$ cat src/rtl/acl_pkg.sv
`timescale 1ns/1ps
package acl_pkg;
    localparam int TAG_W   = 16;
    localparam int SLOT_W  = 20;
    localparam int N_DATA  = 12;
    localparam int WORD_W  = 16;
    localparam int FRAME_W = TAG_W + N_DATA * SLOT_W;
    localparam int POS_W   = $clog2(FRAME_W);
    localparam int SLOT_IW = $clog2(N_DATA + 1);
    localparam int OFF_W   = $clog2(SLOT_W);
    localparam int WB      = $clog2(WORD_W);

    typedef enum logic [1:0] {
        MODE_STOP0    = 2'b00,
        MODE_STOP1    = 2'b01,
        MODE_ALIGN16  = 2'b10,
        MODE_STREAM20 = 2'b11
    } mode_e;

    typedef struct packed {
        logic               active;
        logic               stream;
        logic [POS_W-1:0]   pos;
        logic [SLOT_IW-1:0] slot;
        logic [OFF_W-1:0]   off;
    } lpos_t;

    function automatic logic word_first(lpos_t p);
        if (!p.active) return 1'b0;
        if (p.stream)  return p.pos[WB-1:0] == '0;
        return p.off == '0;
    endfunction

    function automatic logic word_last(lpos_t p);
        if (!p.active) return 1'b0;
        if (p.stream)  return p.pos[WB-1:0] == WB'(WORD_W - 1);
        return p.off == OFF_W'(WORD_W - 1);
    endfunction

    function automatic logic pad_bit(lpos_t p);
        return p.active && !p.stream && (p.slot != '0) && (p.off >= OFF_W'(WORD_W));
    endfunction
endpackage

$ cat src/rtl/acl_counter.sv
`timescale 1ns/1ps
module acl_counter
    import acl_pkg::*;
(
    input  logic       clk,
    input  logic       rst,
    input  logic [1:0] mode,
    output lpos_t      cnt
);
    logic slot_end;
    logic frame_end;

    always_comb begin
        if (cnt.slot == '0) slot_end = (cnt.off == OFF_W'(TAG_W - 1));
        else                slot_end = (cnt.off == OFF_W'(SLOT_W - 1));
        frame_end = (cnt.pos == POS_W'(FRAME_W - 1));
    end

    always_ff @(posedge clk) begin
        if (rst || !mode[1]) begin
            cnt <= '0;
        end else if (!cnt.active) begin
            cnt.active <= 1'b1;
            cnt.stream <= mode[0];
            cnt.pos    <= '0;
            cnt.slot   <= '0;
            cnt.off    <= '0;
        end else begin
            if (frame_end) begin
                cnt.pos    <= '0;
                cnt.stream <= mode[0];
            end else begin
                cnt.pos <= cnt.pos + POS_W'(1);
            end
            if (slot_end) begin
                cnt.off  <= '0;
                cnt.slot <= (cnt.slot == SLOT_IW'(N_DATA)) ? '0 : cnt.slot + SLOT_IW'(1);
            end else begin
                cnt.off <= cnt.off + OFF_W'(1);
            end
        end
    end
endmodule

$ cat src/rtl/acl_tx.sv
`timescale 1ns/1ps
module acl_tx
    import acl_pkg::*;
(
    input  logic              clk,
    input  logic              rst,
    input  logic              link_on,
    input  lpos_t             cur,
    input  logic [WORD_W-1:0] tx_word,
    output logic              sdo,
    output logic              take
);
    logic [WORD_W-1:0] shreg;

    always_ff @(posedge clk) begin
        if (rst || !link_on) begin
            sdo   <= 1'b0;
            take  <= 1'b0;
            shreg <= '0;
        end else if (word_first(cur)) begin
            sdo   <= tx_word[WORD_W-1];
            shreg <= {tx_word[WORD_W-2:0], 1'b0};
            take  <= 1'b1;
        end else begin
            take <= 1'b0;
            if (pad_bit(cur)) begin
                sdo <= 1'b0;
            end else begin
                sdo   <= shreg[WORD_W-1];
                shreg <= {shreg[WORD_W-2:0], 1'b0};
            end
        end
    end
endmodule

$ cat src/rtl/acl_rx.sv
`timescale 1ns/1ps
module acl_rx
    import acl_pkg::*;
(
    input  logic              clk,
    input  logic              rst,
    input  logic              link_on,
    input  lpos_t             wire_pos,
    input  logic              sdi,
    output logic [WORD_W-1:0] rx_word,
    output logic              rx_valid
);
    logic              sdi_fall;
    logic [WORD_W-1:0] shreg;

    always_ff @(negedge clk) begin
        sdi_fall <= sdi;
    end

    always_ff @(posedge clk) begin
        if (rst || !link_on) begin
            shreg    <= '0;
            rx_word  <= '0;
            rx_valid <= 1'b0;
        end else begin
            rx_valid <= 1'b0;
            if (wire_pos.active && !pad_bit(wire_pos)) begin
                shreg <= {shreg[WORD_W-2:0], sdi_fall};
                if (word_last(wire_pos)) begin
                    rx_word  <= {shreg[WORD_W-2:0], sdi_fall};
                    rx_valid <= 1'b1;
                end
            end
        end
    end
endmodule

$ cat src/rtl/acl_frame_fmt.sv
`timescale 1ns/1ps
module acl_frame_fmt
    import acl_pkg::*;
(
    input  logic               clk,
    input  logic               rst,
    input  logic [1:0]         mode,
    input  logic [WORD_W-1:0]  tx_word,
    output logic               tx_take,
    input  logic               sdi,
    output logic               sdo,
    output logic               frame_sync,
    output logic [WORD_W-1:0]  rx_word,
    output logic               rx_valid,
    output logic [POS_W-1:0]   bit_pos,
    output logic [SLOT_IW-1:0] slot_idx
);
    lpos_t cnt;
    lpos_t wire_pos;

    acl_counter u_counter (
        .clk  (clk),
        .rst  (rst),
        .mode (mode),
        .cnt  (cnt)
    );

    always_ff @(posedge clk) begin
        if (rst || !mode[1]) wire_pos <= '0;
        else                 wire_pos <= cnt;
    end

    acl_tx u_tx (
        .clk     (clk),
        .rst     (rst),
        .link_on (mode[1]),
        .cur     (cnt),
        .tx_word (tx_word),
        .sdo     (sdo),
        .take    (tx_take)
    );

    acl_rx u_rx (
        .clk      (clk),
        .rst      (rst),
        .link_on  (mode[1]),
        .wire_pos (wire_pos),
        .sdi      (sdi),
        .rx_word  (rx_word),
        .rx_valid (rx_valid)
    );

    assign frame_sync = wire_pos.active && (wire_pos.pos < POS_W'(TAG_W));
    assign bit_pos    = wire_pos.pos;
    assign slot_idx   = wire_pos.slot;
endmodule

$ cat config.mk
export PLATFORM = sky130hd
export DESIGN_NAME = acl_frame_fmt
export DESIGN_NICKNAME = d
export VERILOG_FILES = /design/src/rtl/acl_pkg.sv /design/src/rtl/acl_counter.sv /design/src/rtl/acl_tx.sv /design/src/rtl/acl_rx.sv /design/src/rtl/acl_frame_fmt.sv
export SDC_FILE = /design/constraint.sdc
export NUM_CORES = 1
export LEC_CHECK = 0
export BUFFER_PORTS_ARGS = -buffer_cell sky130_fd_sc_hd__buf_2
export CORE_ASPECT_RATIO = 1.25
export CORE_MARGIN = 3
export CORE_UTILIZATION = 55
export CTS_BUF_LIST = sky130_fd_sc_hd__clkbuf_4 sky130_fd_sc_hd__clkbuf_8
export DETAILED_ROUTE_END_ITERATION = 12
export PLACE_DENSITY = 0.79
export SYNTH_ARGS = -nofsm -noshare
export SYNTH_HDL_FRONTEND = slang
export SYNTH_HIERARCHICAL = 1
export SYNTH_SLANG_ARGS = --single-unit
$ cat constraint.sdc
create_clock -name clk -period 3.4 [get_ports clk]
set_input_delay 0.17 -clock clk [delete_from_list [all_inputs] [get_ports clk]]
set_output_delay 0.17 -clock clk [all_outputs]
set_load 0.05 [all_outputs]
## Word level (Yosys, flattened, before mapping)

Index checks and enable logic that the tools add are counted.

| word-level totals | value |
|---|---|
| flip-flop bits (word level) | 88 |
| bits of input ports | 21 |
| output and inout bits | 32 |
| logic and storage cells | 93 |

| cells by class | value |
|---|---|
| add/sub/neg operators | 3 |
| order comparisons | 3 |
| equality and inequality tests | 8 |
| mux-type cells | 37 |
| bitwise gates (word level) | 2 |
| reductions and logical operators | 23 |

Operators with widths:

| kind | count |
|---|---|
| $mux 16 | 2 |
| $mux 1 | 29 |
| $mux 19 | 1 |
| $mux 18 | 1 |
| $eq 5x4->1 const B | 2 |
| $ge 5x5->1 const B | 2 |
| $add 8x1->8 const B | 1 |
| $eq 4x4->1 const B | 2 |
| $eq 8x8->1 const B | 1 |
| $logic_and 1x1->1 | 8 |
| $logic_not 4->1 | 2 |
| $lt 8x5->1 const B | 1 |
| $mux 4 | 2 |
| $mux 8 | 1 |
| $reduce_bool 4->1 | 2 |
| $reduce_or 3->1 | 2 |
| $add 5x1->5 const B | 1 |
| $eq 5x5->1 const B | 1 |
| $logic_not 5->1 | 1 |
| $mux 5 | 1 |
| $add 4x1->4 const B | 1 |
| $logic_not 1->1 | 4 |
| $reduce_or 2->1 | 2 |
| $ne 2x1->1 const B | 1 |
| 4 further kinds | 5 |

## Depth between registers and ports, before layout

Gate-level depths: netlist (run 1).

| depth | value |
|---|---|
| depth in word-level cells | 16 |
| mapped depth | 6 |
| gate-level depth less buffers | 6 |

## Hierarchy

The synthesis (run 1) kept the hierarchy.

By module, submodules not included:

| module | times used | cells an instance | area each (um^2) | sequential area each (um^2) |
|---|---|---|---|---|
| acl_rx | 1 | 130 | 1295.0 | 660.6 |
| acl_counter | 1 | 93 | 857.1 | 380.4 |
| acl_tx | 1 | 102 | 853.3 | 340.3 |
| acl_frame_fmt | 1 | 54 | 645.6 | 380.4 |

==> summary.md, run 1 <==
| Metric | Value |
|---|---|
| Commonest cells in the netlist | dfxtp_1, nand2_1, mux2i_1 |
| Core Util, Final | 64.2% |
| Clock transition at path regs | 0.08 ns |
| Most frequent cell after synthesis | dfxtp_1 |
| Vias | 2703 |
| Post-Syn Nets | 404 |
| Rows | 32 |
| End point of the critical path | u_rx/shreg[0] |
| Die Ht | 97.1 um |
| Most used routing layer | met2 |
| Fraction of layout cells with a size suffix above 1 | 22.4% |
| HP Class | in -> reg |
| Setup TNS | 0 ns |
| Worst ir drop on vdd | 0.000236 V |
| Full die area | 7660 um2 |
| GR Overflow Total | 0 |
| Post-synth top area share | 48.3% |
| Post-route ant nets | 0 |
| Clock buffer depth | 2 |
| Adder-cell share of the synthesized area | 1.37% |
| CTS tree | built |
| Final Cell Area | 4030 um2 |
| Iter 0 DRT Violations | 89 |
| DIE WIDTH | 78.9 um |
| DP HPWL | 4620 um |
| Xor and xnor area share after synthesis | 1.44% |
| Initial antenna violation count | 0 |
| 1st-pass router iterations | 4 |
| Syn Area/Cell | 9.63 um2 |
| Critical Path AT | 2.55 ns |
| Syn Std Cell Area | 3650 um2 |
| Final setup fails | 0 |
| Final Instance Count excl. Fillers | 500 |
| Library cells used by synthesis | 53 |
| Pwr dens | 451 nW/um2 |
| Final wirelength | 6670 um |
| Via/cell ratio | 5.41 |
| Global-route wire length before repair | 11200 um |
| Post-synth EDFFs | 0 |
| Synth Area in Compound Gates | 8.33% |
| Core ar. | 6290 um2 |
| R2R Path Start | u_rx/sdi_fall |
| Hold WS | 0.0628 ns |
| Total GRT Usage | 18.1% |
| Starting Density | 58.1% |
| Rel. slew slack | 23.8% |
| Clock sink total | 88 |
| Final WS setup | 1.07 ns |
| Remaining DRCs | 0 |
| Largest net degree at the start of global routing | 42 |
| Root Driver | clkbuf_8 |
| Vias in the first global route | 2449 |
| Layout area overhead | 10.5% |
| Port Buffer Count | 52 |
| Syn Inst Count | 379 |
| Placed instance area | 3840 um2 |
| Ys async rst share | 0% |
| Setup crit start kind | flop |
| Placed insts | 485 |
| Worst setup path class | reg -> reg |
| Post-synthesis mux area share | 9.94% |
| Clock Skew | 0.0381 ns |
| Global placer's final weighted congestion | 0.786 |
| CP Capture Type | flop |
| Register area share after synthesis | 48.3% |
| Crit path required time | 3.61 ns |
| Largest family of logic cells by synthesized area | simple AND/OR/NAND/NOR gates |
| Max-Cap Viols | 0 |
| Worst Setup SP | u_rx/sdi_fall |
| Post-synth top flop | dfxtp_1 |
| Fillers | 554 |
| Setup Buffers After CTS | 0 |
| Routed len/inst | 13.3 um |
| Htree depth | 3 |
| Yosys reg bits | 88 |
| Reg-to-reg slack, setup | 1.07 ns |
| RSZ-0062 raised after global routing | no |
| CP Max Fanout | 2 |
| M1 GR Usage | 22.3% |
| Yosys top cell by area | dfxtp_1 |
| Hold buffer count at cts | 0 |
| GR Util met2 | 30.4% |
| Max-slew violations | 0 |
| Worst-Skew Late Latency | 0.38 ns |
| Reg2Reg Capture Point | u_rx/shreg[0] |
| Top post-synthesis cells by area | dfxtp_1, mux2i_1, nand2_1, nand3_1, nor2_1 |
| Post-Synth Simple-Gate Area | 24.2% |
| Synth warn | 6 |
| Post-Place Worst Slack | 1.10 ns |
| FF-to-FF path depth | 2 |
| Outcome | finished, final reports clean |
| Resized cells post-CTS | 0 |
| Final Hold Fails | 0 |
| CTS buffer count | 9 |
| Measured slew at the worst slew-check pin | 1.14 ns |
| LEAKAGE | 1.61 nW |
| NumNets Final | 436 |
| Antenna cell count | 0 |
| Total chip power | 1.82 mW |
| I/O pin total | 53 |
| Met3 Usage GRT | 4.45% |
where the power goes:
| part | internal (mW) | switching (mW) |
|---|---|---|
| combinational | 0.0240 | 0.0452 |
| clock | 0.357 | 0.348 |
| sequential | 1.04 | 0.00706 |
| total | 1.42 | 0.400 |
cell usage in the layout, fill, tap and decap left out, types with 3 or more instances in the layout:
cell,n
a211oi_1,3
a21oi_1,9
a311o_1,3
and2_1,6
and2_2,15
buf_2,52
buf_4,3
clkbuf_8,10
dfxtp_1,88
ha_1,4
inv_1,8
mux2i_1,34
nand2_1,40
nand2b_1,3
nand3_1,29
nand4_1,13
nand4b_1,3
nor2_1,32
nor4_1,3
o211ai_1,11
o21ai_0,3
xnor2_1,3
xor2_1,3
sequential cells by signal, indices dropped and copies added (netlist names):
name	count
wire_pos	7
bit_pos	8
slot_idx	4
u_rx/sdi_fall	1
u_tx/sdo	1
u_rx/rx_word	16
u_rx/rx_valid	1
u_tx/take	1
u_tx/shreg	15
u_rx/shreg	15
u_counter/cnt	19
critical path, stage by stage, from the launching register on:
cell,delay (ns)
dfxtp_1,0.30
mux2i_1,0.12
nor2_1,0.05
area by class of cell:
| type | instances | area (um2) | share of cell area [%] |
|---|---|---|---|
| clock inverters | 6 | 60.1 | 1.49 |
| flip-flops and latches | 88 | 1760 | 43.7 |
| inverters | 7 | 26.3 | 0.652 |
| clock buffers | 10 | 138 | 3.41 |
| repair buffers | 55 | 283 | 7.01 |
| well taps | 85 | 106 | 2.64 |
| multi-input cells | 249 | 1660 | 41.1 |
kinds of logic (layout without fill, tap and decap cells):
group,after synthesis,count (layout)
flops,88,88
compound gates,40,40
simple gates,164,164
buf+inv,42,78
mux,35,35
xor+xnor,6,6
fa+ha+maj,4,4
metal layers:
layer / routed length (um) / vias up
met1: 2870 / 1269
met5: 0 / -
met4: 103 / 0
li1: - / 1372
met3: 272 / 10
met2: 3420 / 52
worst min path at each step:
stage	slack, ns	from	cells past startpoint	end
floorplan	0.32	tx_word[1]	1	u_tx/shreg[2]
global route	0.07	tx_word[13]	2	u_tx/shreg[14]
detailed placement	0.43	tx_word[14]	2	u_tx/shreg[15]
CTS	0.05	tx_word[1]	2	u_tx/shreg[2]
finish	0.06	tx_word[1]	2	u_tx/shreg[2]
global placement	0.41	tx_word[1]	2	u_tx/shreg[2]
(Power assumes the default switching activity.)
==> run 2: changes to the inputs <==
--- a/config.mk
+++ b/config.mk
@@ -5,13 +5,14 @@
 export SDC_FILE = /design/constraint.sdc
 export NUM_CORES = 1
 export LEC_CHECK = 0
+export ABC_AREA = 1
 export BUFFER_PORTS_ARGS = -buffer_cell sky130_fd_sc_hd__buf_2
 export CORE_ASPECT_RATIO = 1.25
 export CORE_MARGIN = 3
-export CORE_UTILIZATION = 55
+export CORE_UTILIZATION = 54
 export CTS_BUF_LIST = sky130_fd_sc_hd__clkbuf_4 sky130_fd_sc_hd__clkbuf_8
 export DETAILED_ROUTE_END_ITERATION = 12
-export PLACE_DENSITY = 0.79
+export PLACE_DENSITY = 0.8
 export SYNTH_ARGS = -nofsm -noshare
 export SYNTH_HDL_FRONTEND = slang
 export SYNTH_HIERARCHICAL = 1
==> constraint.sdc (replaced) <==
create_clock -name clk -period 1.9 [get_ports clk]
set_input_delay 0.095 -clock clk [delete_from_list [all_inputs] [get_ports clk]]
set_output_delay 0.095 -clock clk [all_outputs]
set_load 0.05 [all_outputs]
==> summary.md, run 2 <==
| Metric | Value |
|---|---|
| Routed len/inst | 10.9 um (was 13.3 um) |
| Max-slew violations | 0 (unchanged) |
| Top Registers | u_counter/cnt: 19 flops, u_rx/rx_word: 16 flops (unchanged) |
| Most frequent cell after synthesis | nand2_1 (was dfxtp_1) |
| 1st-pass router iterations | 4 (unchanged) |
| CTS buffer count | 9 (unchanged) |
| Rows | 35 (was 32) |
| CP top delay family | flip-flops (unchanged) |
| Placed instance area | 4390 um2 (was 3840 um2) |
| Cell count of the worst hold path | 2 (unchanged) |
| Register area share after synthesis | 42.1% (was 48.3%) |
| Setup Buffers After CTS | 0 (unchanged) |
| Syn Area/Cell | 7.27 um2 (was 9.63 um2) |
| Largest net degree at the start of global routing | 33 (was 42) |
| Synth warn | 6 (unchanged) |
| Total chip power | 3.26 mW (was 1.82 mW) |
| Worst ir drop on vdd | 0.000325 V (was 0.000236 V) |
| Vias in the first global route | 3096 (was 2449) |
| CP max-delay cell | dfxtp_1 (unchanged) |
| Setup TNS | 0 ns (unchanged) |
| GR Overflow Total | 0 (unchanged) |
| HP Class | in -> reg (unchanged) |
| Syn Std Cell Area | 4190 um2 (was 3650 um2) |
| LEAKAGE | 2.05 nW (was 1.61 nW) |
| Worst setup path class | reg -> reg (unchanged) |
| Root Driver | clkbuf_8 (unchanged) |
| Global placer's final weighted congestion | 0.822 (was 0.786) |
| Ys async rst share | 0% (unchanged) |
| Yosys top cell by area | dfxtp_1 (unchanged) |
| Fraction of layout cells with a size suffix above 1 | 19.9% (was 22.4%) |
| Layout area overhead | 9.92% (was 10.5%) |
| Core Util, Final | 61.8% (was 64.2%) |
| Pwr dens | 708 nW/um2 (was 451 nW/um2) |
| Post-Syn Nets | 601 (was 404) |
| Final setup fails | 0 (unchanged) |
| Remaining DRCs | 0 (unchanged) |
| Via/cell ratio | 4.82 (was 5.41) |
| Final wirelength | 7750 um (was 6670 um) |
| Clock Skew | 0.0397 ns (was 0.0381 ns) |
| Port Buffer Count | 52 (unchanged) |
| Global-route wire length before repair | 13200 um (was 11200 um) |
| Final Hold Fails | 0 (unchanged) |
| Syn Inst Count | 576 (was 379) |
| RSZ-0062 raised after global routing | no (unchanged) |
| Iter 0 DRT Violations | 99 (was 89) |
| Most frequent cells in the layout | nand2_1, inv_1, dfxtp_1 (was dfxtp_1, buf_2, nand2_1) |
| Max FFs per register | 19 (unchanged) |
| Outcome | finished, final reports clean (unchanged) |
| DIE WIDTH | 84.8 um (was 78.9 um) |
| CTS tree | built (unchanged) |
| Clock buffer depth | 2 (unchanged) |
| Top post-synthesis cells by area | dfxtp_1, nand2_1, inv_1, nor2_1, nand3_1 (was dfxtp_1, mux2i_1, nand2_1, nand3_1, nor2_1) |
| Total GRT Usage | 18.0% (was 18.1%) |
| CP Capture Type | flop (unchanged) |
| Clock sink total | 88 (unchanged) |
| CP bufs+invs | 1 (was 0) |
| Post-synth EDFFs | 0 (unchanged) |
| Rel. slew slack | 65.4% (was 23.8%) |
| Final Cell Area | 4600 um2 (was 4030 um2) |
| Core ar. | 7440 um2 (was 6290 um2) |
| DP HPWL | 5420 um (was 4620 um) |
| I/O pin total | 53 (unchanged) |
| Critical Path AT | 1.90 ns (was 2.55 ns) |
| Setup crit start kind | flop (unchanged) |
| Crit path required time | 2.15 ns (was 3.61 ns) |
| Full die area | 8860 um2 (was 7660 um2) |
| Yosys reg bits | 88 (unchanged) |
| Die Ht | 104 um (was 97.1 um) |
| Htree depth | 3 (unchanged) |
| Worst path depth | 4 (was 2) |
| Most flops, register | u_counter/cnt (unchanged) |
| Library cells used by synthesis | 38 (was 53) |
| Cells along the critical path | inv_1 -> nand4_1 -> nand2_1 -> nor2_1 (was mux2i_1 -> nor2_1) |
| FF-to-FF path depth | 4 (was 2) |
| Post-synth top area share | 42.1% (was 48.3%) |
| Initial antenna violation count | 0 (unchanged) |
| NumNets Final | 639 (was 436) |
| Measured slew at the worst slew-check pin | 0.518 ns (was 1.14 ns) |
| Commonest cells in the netlist | nand2_1, inv_1, dfxtp_1 (was dfxtp_1, nand2_1, mux2i_1) |
| Worst-Skew Late Latency | 0.38 ns (about the same) |
| Starting Density | 56.3% (was 58.1%) |
| Vias | 3425 (was 2703) |
| Slowest stage delay, CP | 0.29 ns (was 0.30 ns) |
| Post-route ant nets | 0 (unchanged) |
| Antenna cell count | 0 (unchanged) |
| Clock transition at path regs | 0.09 ns (was 0.08 ns) |
| Most common cell after layout, fill and taps aside | nand2_1 (was dfxtp_1) |
| Max-Cap Viols | 0 (unchanged) |
| CP Max Fanout | 2 (unchanged) |
| Post-synth top flop | dfxtp_1 (unchanged) |
-- run 2: routing by layer --
metal | vias to the layer above | GRT usage, % | wire length, um
met5 | - | 0 | 0
met3 | 8 | 3.72 | 316
met2 | 57 | 32.8 | 4110
li1 | 1821 | - | -
met4 | 0 | 7.47 | 106
met1 | 1539 | 19.9 | 3220
-- run 2: kinds of logic after synthesis --
group	Yosys count	synth area share [%]
adders and majority gates	4	1.19
and+or+nand+nor	294	33.5
xor gates and xnor gates	7	1.46
DFF	88	42.1
AOI/OAI and AO/OA	40	6.51
buffers and inverters	143	15.3
-- run 2: path summary, 6_finish.rpt --
kind	end	slack [ns]	start
setup / recovery	u_rx/rx_word[0]	0.25	u_rx/sdi_fall
hold / removal	u_rx/rx_valid	0.04	rst
setup reg to reg	u_rx/rx_word[0]	0.25	u_rx/sdi_fall
hold reg to reg	bit_pos[4]	0.46	u_counter/cnt[13]
-- run 2: final cells by class --
cell class,count,area (um2)
fillers,662,2840
clock inverters,6,43.8
multi-input cells,345,1790
flip-flops and latches,88,1760
clock buffers,11,145
repair buffers,62,343
well taps,92,115
inverters,107,407
-- run 2: stage by stage --
step	instances	hold slack, ns	setup WS (ns)
finish	711	0.0434	0.254
global route	711	0.0307	0.115
CTS	711	0.0271	0.257
detailed placement	692	0.313	0.282
global placement	692	0.289	0.301
floorplan	576	0.173	0.337
-- run 2: what timing repair did --
action                                 in CTS  in global routing
hold buffers                                3                  0
resized for setup                           0                  0
endpoints found under the hold margin       3                  0
-- run 2: where the power goes --
group | total [mW] | internal, mW | switching (mW)
Combinational | 0.196 | 0.0729 | 0.123
Clock | 1.19 | 0.535 | 0.654
Sequential | 1.87 | 1.86 | 0.0132
Total | 3.26 | 2.47 | 0.791
==> run 3: changes to the inputs <==
--- a/config.mk
+++ b/config.mk
@@ -9,10 +9,10 @@
 export BUFFER_PORTS_ARGS = -buffer_cell sky130_fd_sc_hd__buf_2
 export CORE_ASPECT_RATIO = 1.25
 export CORE_MARGIN = 3
-export CORE_UTILIZATION = 54
+export CORE_UTILIZATION = 55
 export CTS_BUF_LIST = sky130_fd_sc_hd__clkbuf_4 sky130_fd_sc_hd__clkbuf_8
 export DETAILED_ROUTE_END_ITERATION = 12
-export PLACE_DENSITY = 0.8
+export PLACE_DENSITY = 0.78
 export SYNTH_ARGS = -nofsm -noshare
 export SYNTH_HDL_FRONTEND = slang
 export SYNTH_HIERARCHICAL = 1
==> constraint.sdc (replaced) <==
create_clock -name clk -period 1.55 [get_ports clk]
set_input_delay 0.0775 -clock clk [delete_from_list [all_inputs] [get_ports clk]]
set_output_delay 0.0775 -clock clk [all_outputs]
set_load 0.05 [all_outputs]
==> summary.md, run 3 (synthesis gave the netlist of run 2 again) <==
| Metric | Value |
|---|---|
| Outcome | finished, final reports clean (unchanged) |
| Vias | 3376 (was 3425) |
| Top Registers | u_counter/cnt: 19 flops, u_rx/rx_word: 16 flops (unchanged) |
| Crit path required time | 1.81 ns (was 2.15 ns) |
| Most frequent cells in the layout | nand2_1, inv_1, dfxtp_1 (unchanged) |
| Slowest stage delay, CP | 0.29 ns (about the same) |
| CP bufs+invs | 1 (unchanged) |
| Vias in the first global route | 3099 (was 3096) |
| CTS buffer count | 9 (unchanged) |
| Antenna cell count | 0 (unchanged) |
| Clock transition at path regs | 0.08 ns (was 0.09 ns) |
| Reg-to-reg slack, setup | 0.11 ns (was 0.25 ns) |
| I/O pin total | 53 (unchanged) |
| Worst ir drop on vdd | 0.000519 V (was 0.000325 V) |
| Most flops, register | u_counter/cnt (unchanged) |
| Die Ht | 104 um (about the same) |
| Iter 0 DRT Violations | 69 (was 99) |
| Measured slew at the worst slew-check pin | 0.314 ns (was 0.518 ns) |
| Layout area overhead | 11.7% (was 9.92%) |
| CTS tree | built (unchanged) |
| Reg2Reg Capture Point | u_rx/rx_word[0] (unchanged) |
| R2R Path Start | u_rx/sdi_fall (unchanged) |
| RSZ-0062 raised after global routing | no (unchanged) |
| GR Overflow Total | 0 (unchanged) |
| Fraction of layout cells with a size suffix above 1 | 20.5% (was 19.9%) |
| CP max-delay cell | dfxtp_1 (unchanged) |
| Critical Path AT | 1.70 ns (was 1.90 ns) |
| Final setup fails | 0 (unchanged) |
| Initial antenna violation count | 0 (unchanged) |
| Full die area | 8710 um2 (was 8860 um2) |
| Post-route ant nets | 0 (unchanged) |
| CP Max Fanout | 2 (unchanged) |
| Htree depth | 3 (unchanged) |
| Worst path depth | 4 (unchanged) |
| Max-slew violations | 0 (unchanged) |
| Root Driver | clkbuf_8 (unchanged) |
| Final Cell Area | 4680 um2 (was 4600 um2) |
| NumNets Final | 643 (was 639) |
| Global-route wire length before repair | 12800 um (was 13200 um) |
| Clock Skew | 0.0344 ns (was 0.0397 ns) |
| CP Capture Type | flop (unchanged) |
| Largest net degree at the start of global routing | 47 (was 33) |
| Clock buffer depth | 2 (unchanged) |
| Most common cell after layout, fill and taps aside | nand2_1 (unchanged) |
| Reg area | 1760 um2 (unchanged) |
| Worst setup path class | reg -> reg (unchanged) |
| DIE WIDTH | 84.1 um (was 84.8 um) |
| FF-to-FF path depth | 4 (unchanged) |
| Via/cell ratio | 4.73 (was 4.82) |
| CP top delay family | flip-flops (unchanged) |
| Routed len/inst | 10.4 um (was 10.9 um) |
| Fillers | 639 (was 662) |
| HP Class | in -> reg (unchanged) |
| Worst Setup SP | u_rx/sdi_fall (unchanged) |
| Rows | 34 (was 35) |
| Global placer's final weighted congestion | 0.766 (was 0.822) |
| Final wirelength | 7400 um (was 7750 um) |
| Rel. slew slack | 79.0% (was 65.4%) |
| 1st-pass router iterations | 4 (unchanged) |
| DP HPWL | 5200 um (was 5420 um) |
| LEAKAGE | 2.10 nW (was 2.05 nW) |
| Pwr dens | 884 nW/um2 (was 708 nW/um2) |
| Placed instance area | 4430 um2 (was 4390 um2) |
| Final Hold Fails | 0 (unchanged) |
| Starting Density | 58.3% (was 56.3%) |
| End point of the critical path | u_rx/rx_word[0] (unchanged) |
| Cells along the critical path | inv_1 -> nand4_1 -> nand2_1 -> nor2_1 (unchanged) |
| Clock sink total | 88 (unchanged) |
| Setup crit start kind | flop (unchanged) |
| Max FFs per register | 19 (unchanged) |
| Worst-Skew Late Latency | 0.39 ns (was 0.38 ns) |
| Port Buffer Count | 52 (unchanged) |
| Setup TNS | 0 ns (unchanged) |
| Total GRT Usage | 17.5% (was 18.0%) |
| Max-Cap Viols | 0 (unchanged) |
| Core ar. | 7190 um2 (was 7440 um2) |
| Remaining DRCs | 0 (unchanged) |
| Multi-input gate area | 1800 um2 (was 1790 um2) |
run 3: metal layers:
| metal | vias up | track usage [%] | wire [um] |
|---|---|---|---|
| li1 | 1830 | - | - |
| met3 | 12 | 4.21 | 255 |
| met4 | 0 | 6.55 | 140 |
| met5 | - | 0 | 0 |
| met1 | 1491 | 19.3 | 3230 |
| met2 | 43 | 31.8 | 3780 |
run 3: how the worst min path moves through the flow:
| stage | depth (start not counted) | slack, ns | from | to |
|---|---|---|---|---|
| floorplan | 1 | 0.16 | rst | u_rx/rx_valid |
| CTS | 2 | 0.007 | rst | u_rx/rx_valid |
| global placement | 3 | 0.27 | tx_word[0] | u_tx/shreg[1] |
| global route | 2 | 0.01 | rst | u_counter/cnt[18] |
| finish | 2 | 0.02 | rst | u_rx/rx_valid |
| detailed placement | 3 | 0.28 | tx_word[0] | u_tx/shreg[1] |
run 3: cell type report:
class                           instances  area share, %
Clock buffer                           11           3.24
Clock inverter                          6           1.26
Multi-Input combinational cell        345           38.5
Inverter                              107           8.69
Tap cell                               90           2.41
Timing Repair Buffer                   66           8.24
Sequential cell                        88           37.7
run 3: worst reg2reg max path: stages, from the launching register on:
cell	delay (ns)
dfxtp_1	0.29
inv_1	0.06
nand4_1	0.09
nand2_1	0.07
nor2_1	0.04
run 3: power breakdown:
part           internal (mW)  switching (mW)
clock network          0.830           0.768
logic                 0.0932           0.148
registers               2.28          0.0154
total                   3.21           0.931
run 3: repair_timing:
item,in CTS,in global routing
buffers inserted,0,0
hold buffers,3,0
hold endpoints to repair,3,0
endpoints found under the setup margin,0,1
resized for setup,0,3
run 3: through the flow:
stage | utilization, % | setup slack (ns) | hold slack, ns | power (mW) | std cells
3_5_place_dp | 61.6 | 0.0846 | 0.276 | 2.59 | 694
6_report | 65.1 | 0.111 | 0.0153 | 4.14 | 713
5_1_grt | 65.1 | 0.0228 | 0.0122 | 4.31 | 713
2_1_floorplan | - | 0.162 | 0.156 | 2.53 | 576
4_1_cts | 64.9 | 0.0660 | 0.00677 | 4.18 | 713
3_3_place_gp | 61.6 | 0.151 | 0.272 | 2.59 | 694
